===== config.mk =====
export PLATFORM = sky130hd
export DESIGN_NAME = tbdec_unit
export DESIGN_NICKNAME = d
export VERILOG_FILES = /design/src/rtl/tbdec_unit.sv
export SDC_FILE = /design/constraint.sdc
export NUM_CORES = 1
export LEC_CHECK = 0
export ABC_AREA = 1
export BUFFER_PORTS_ARGS = -buffer_cell sky130_fd_sc_hd__buf_2
export CORE_MARGIN = 8
export CORE_UTILIZATION = 57
export DETAILED_ROUTE_END_ITERATION = 6
export GPL_TIMING_DRIVEN = 0
export PLACE_DENSITY = 0.86
export RECOVER_POWER = 100
export SLEW_MARGIN = 15
export SYNTH_ARGS = -nofsm -noshare
export SYNTH_HDL_FRONTEND = slang
export SYNTH_SLANG_ARGS = --single-unit
export TNS_END_PERCENT = 30

===== constraint.sdc =====
create_clock -name clk -period 5.16 [get_ports clk]
set_input_delay 0 -clock clk [delete_from_list [all_inputs] [get_ports clk]]
set_output_delay 0 -clock clk [all_outputs]
set_load 0.1 [all_outputs]

===== src/rtl/tbdec_unit.sv =====
module tbdec_unit #(
  parameter int TB_W     = 64,
  parameter int DEC_W    = 32,
  parameter int TICK_W   = 3,
  parameter int MAX_STEP = 4
) (
  input  logic              clk,
  input  logic              rst_n,
  input  logic              ext_mode,
  input  logic [TICK_W-1:0] tick_count,
  input  logic              tb_pin,
  input  logic              tb_wr,
  input  logic [TB_W-1:0]   tb_wdata,
  input  logic              dec_wr,
  input  logic [DEC_W-1:0]  dec_wdata,
  input  logic              evt_clr,
  output logic [TB_W-1:0]   tb_value,
  output logic [DEC_W-1:0]  dec_value,
  output logic              dec_event
);

  localparam logic [TICK_W-1:0] STEP_CAP = TICK_W'(MAX_STEP);

  logic              pin_s1, pin_s2, pin_d;
  logic [TB_W-1:0]   tb_q;
  logic [DEC_W-1:0]  dec_q;
  logic              evt_q;
  logic [TICK_W-1:0] tick_sat, step;
  logic              pin_rise, borrow;
  logic [DEC_W:0]    dec_diff;

  always_ff @(posedge clk) begin
    if (!rst_n) begin
      pin_s1 <= 1'b0;
      pin_s2 <= 1'b0;
      pin_d  <= 1'b0;
    end else begin
      pin_s1 <= tb_pin;
      pin_s2 <= pin_s1;
      pin_d  <= pin_s2;
    end
  end

  assign pin_rise = pin_s2 & ~pin_d;
  assign tick_sat = (tick_count > STEP_CAP) ? STEP_CAP : tick_count;
  assign step     = ext_mode ? TICK_W'(pin_rise) : (pin_s2 ? tick_sat : '0);
  assign dec_diff = {1'b0, dec_q} - (DEC_W+1)'(step);
  assign borrow   = dec_diff[DEC_W];

  always_ff @(posedge clk) begin
    if (!rst_n) begin
      tb_q  <= '0;
      dec_q <= '1;
      evt_q <= 1'b0;
    end else begin
      tb_q  <= tb_wr  ? tb_wdata  : tb_q + TB_W'(step);
      dec_q <= dec_wr ? dec_wdata : dec_diff[DEC_W-1:0];
      if (borrow && !dec_wr) evt_q <= 1'b1;
      else if (evt_clr)      evt_q <= 1'b0;
    end
  end

  assign tb_value  = tb_q;
  assign dec_value = dec_q;
  assign dec_event = evt_q;

  always_comb begin
    a_r4_step_bound: assert (step <= STEP_CAP);
  end

  a_r3_equal_steps: assert property (@(posedge clk) disable iff (!rst_n)
    !tb_wr && !dec_wr |=>
      (tb_q[DEC_W-1:0] - $past(tb_q[DEC_W-1:0])) == ($past(dec_q) - dec_q));

  a_r5_gate_freezes: assert property (@(posedge clk) disable iff (!rst_n)
    !ext_mode && !pin_s2 && !tb_wr && !dec_wr |=> $stable(tb_q) && $stable(dec_q));

  a_r6_edge_single: assert property (@(posedge clk) disable iff (!rst_n)
    ext_mode && !tb_wr |=> (tb_q - $past(tb_q)) <= TB_W'(1));

  a_r7_wrap_flags: assert property (@(posedge clk) disable iff (!rst_n)
    !dec_wr |=> (dec_q > $past(dec_q)) -> evt_q);

  a_r8_sticky: assert property (@(posedge clk) disable iff (!rst_n)
    evt_q && !evt_clr |=> evt_q);

endmodule


==> reports/metrics.yaml <==
outcome: "finished, violations left"
violations: "DRC, hold timing"
powerDensity_nw_per_um2: 255.1
die_x_um: 125.9
total_leakage_power_uw: 0.004357
grt_max_degree: 17
drive_gt1_frac: 0.08416
clock_latency_ns: 0.36
worstPathRequired_ns: 5.41
yosys_register_bits: 100
synth_nets: 1325
synthesis.instances: 1211
critPathSlowestCell: "o21ai_0"
dp_slack_ns: 2.053
clk_pin_slew_ns: 0.08
final_cell_count_no_fill: 1669
ios: 203
tightest_slew_ns: 1.273
holdBufCountCts: 92
hp-class: "input pin to flop"
critPathCaptureType: "flop"
min_period_ns: 4.038
grt_pass1_vias: 9046
antenna_found_initial: 1
viasPerCell: 5.484
gp_congestion: 0.9921
fp.coreArea_um2: 11910
cts-root-buf: "clkbuf_16"
dp.cells: 1560
grt_overflow: 0
numClockSinks: 100
drv_slew: 0
area_growth_pct: 32.10
cp_max_fo: 7
dp_hpwl_um: 20510
synth.avg_cell_area_um2: 5.690
rsz0062_at_grt: "no"
dieArea_um2: 15860
drt_iter0_drc: 1106
grt_pass1_wl_um: 45550
cts_setup_buffers: 0
netlist_area_um2: 6890
hold_viol_final: 2
critPathTopFamily: "compound AO/OA/AOI/OAI gates"
path_class: "flop to flop"
synth_ff_type: "dfxtp_1"
fin_tns_setup_ns: 0
drv_cap: 0
cts_tree: "done"
start_kind: "flop"
wire_per_inst_um: 17.18
grt.total_usage: 0.3575
crit_chain: "inv_1 > o31ai_1 > ha_1 > inv_1 > fa_1 > o21ai_0 > nand3_1 > nor2_1 > nand2_1 > nand2_1 > nand3_1 > nand2_1 > inv_1"
critPathBufInv: 3
cts_resized: 0
numCtsBuffers: 9
row_count: 40
cts_buffer_depth: 2
ant_nets: 0
max_freq_mhz: 247.7
synth_top_cell_by_area: "dfxtp_1"
synthDistinctLibCells: 34
vias: 9152
start_util: 0.5785
relSlewSlack: 0.1421
nNetsFinal: 1630
holdWs_ns: -0.003349
setup_slack_ns: 1.122
timing.final.crit_share: 0.7825
die_y_um: 125.9
ys_warn_count: 0
utilization: 0.7642
synth_area_leaders: "dfxtp_1 (29%), nand2_1 (18%), nor2_1 (15%)"
drc: 8
numPortBuffers: 202
synth_edf_count: 0
dr.pass1.iters: 7
seq_area_frac_synth: 0.2905
synth-async-reset-ratio: 0
netlist.area_leader.share: 0.2905
ir_drop_mv: 0.1590
detail_route.wirelength_um: 28680
cp_slowest_stage_delay_ns: 1.01
htree_num_levels: 3
finalClockSkew_ns: 0.01182
finalSetupViolations: 0
cp.arrival_ns: 4.29
-- report_power, final --
group          leakage [µW]  switching, µW  internal, µW
logic               0.00338            582           169
registers          0.000832           76.0           826
clock network      0.000143            329           342
total               0.00436            986          1340
-- placed cells by master (no fill, tap or decap), types with 16 or more instances in the layout --
master           n
a21oi_1         44
buf_2          104
clkbuf_1       123
dfxtp_1        100
dlygate4sd3_1   92
inv_1          183
nand2_1        330
nand3_1         88
nand4_1         24
nor2_1         275
o21ai_0         63
xnor2_1         16
-- state kept, by name, summed over array words and instances (netlist names) --
| register | count |
|---|---|
| pin_d | 1 |
| pin_s1 | 1 |
| pin_s2 | 1 |
| dec_event | 1 |
| tb_value | 64 |
| dec_value | 32 |
-- per-layer routing --
layer,GRT usage,vias up,part of all wire
met5,0,-,0
met4,0.2265,0,0.062
met3,0.08017,137,0.092
met2,0.6133,577,0.47
met1,0.3938,4079,0.37
li1,-,4359,-
-- cells in the mapped netlist (all sizes together) (5+ instances only) --
master / instances
nor2: 278
and2: 5
o21ai: 63
xnor2: 16
ha: 6
nand3: 88
nand4: 24
inv: 183
a21oi: 44
xor2: 15
nand2: 331
clkbuf: 24
dfxtp: 100
buf: 5
nor3: 11
-- cell families (layout without fill, tap and decap cells) --
| family | after synthesis | count (layout) | share of synthesized area |
|---|---|---|---|
| other | 0 | 1 | 0 |
| flip-flops | 100 | 100 | 0.2905 |
| XOR/XNOR | 31 | 31 | 0.03940 |
| buffers and inverters | 214 | 524 | 0.1188 |
| AO/OA/AOI/OAI | 112 | 112 | 0.08480 |
| AND/OR/NAND/NOR | 746 | 746 | 0.4498 |
| adder cells (fa/ha/maj) | 8 | 8 | 0.01671 |
-- through the flow --
step | power, µW | area, µm²
2_1_floorplan | 1441 | 6890
3_3_place_gp | 1599 | 8085
3_5_place_dp | 1606 | 8085
4_1_cts | 2309 | 9283
5_1_grt | 2388 | 9102
6_report | 2322 | 9102
-- final cells by class --
class | count | area, µm²
repair buffers | 294 | 1809
plain buffers | 29 | 120.1
fillers | 1003 | 2809
inverters | 185 | 694.4
flip-flops and latches | 100 | 2002
well taps | 147 | 183.9
diodes | 1 | 2.502
clock inverters | 6 | 37.54
multi-input cells | 897 | 4014
clock buffers | 10 | 239.0
-- worst register-to-register path, delay by kind of cell, from the launching register on --
kind | cells | cell delay (ns)
DFF | 1 | 0.41
buffers and inverters | 3 | 0.23
AOI/OAI and AO/OA | 2 | 1.34
and+or+nand+nor | 6 | 1.22
adders and majority gates | 2 | 0.75
-- path summary, 6_finish.rpt --
path / end / cells past startpoint / slack, ns / from
worst max-delay path: tb_value[60] / 13 / 1.12 / pin_s2
worst min-delay path: tb_value[35] / 3 / -0.003 / tb_wdata[35]
worst max register to register: tb_value[60] / 13 / 1.12 / pin_s2
worst min register to register: pin_s2 / 2 / 0.45 / pin_s1
Note: power is estimated with default switching activity, not from simulation.
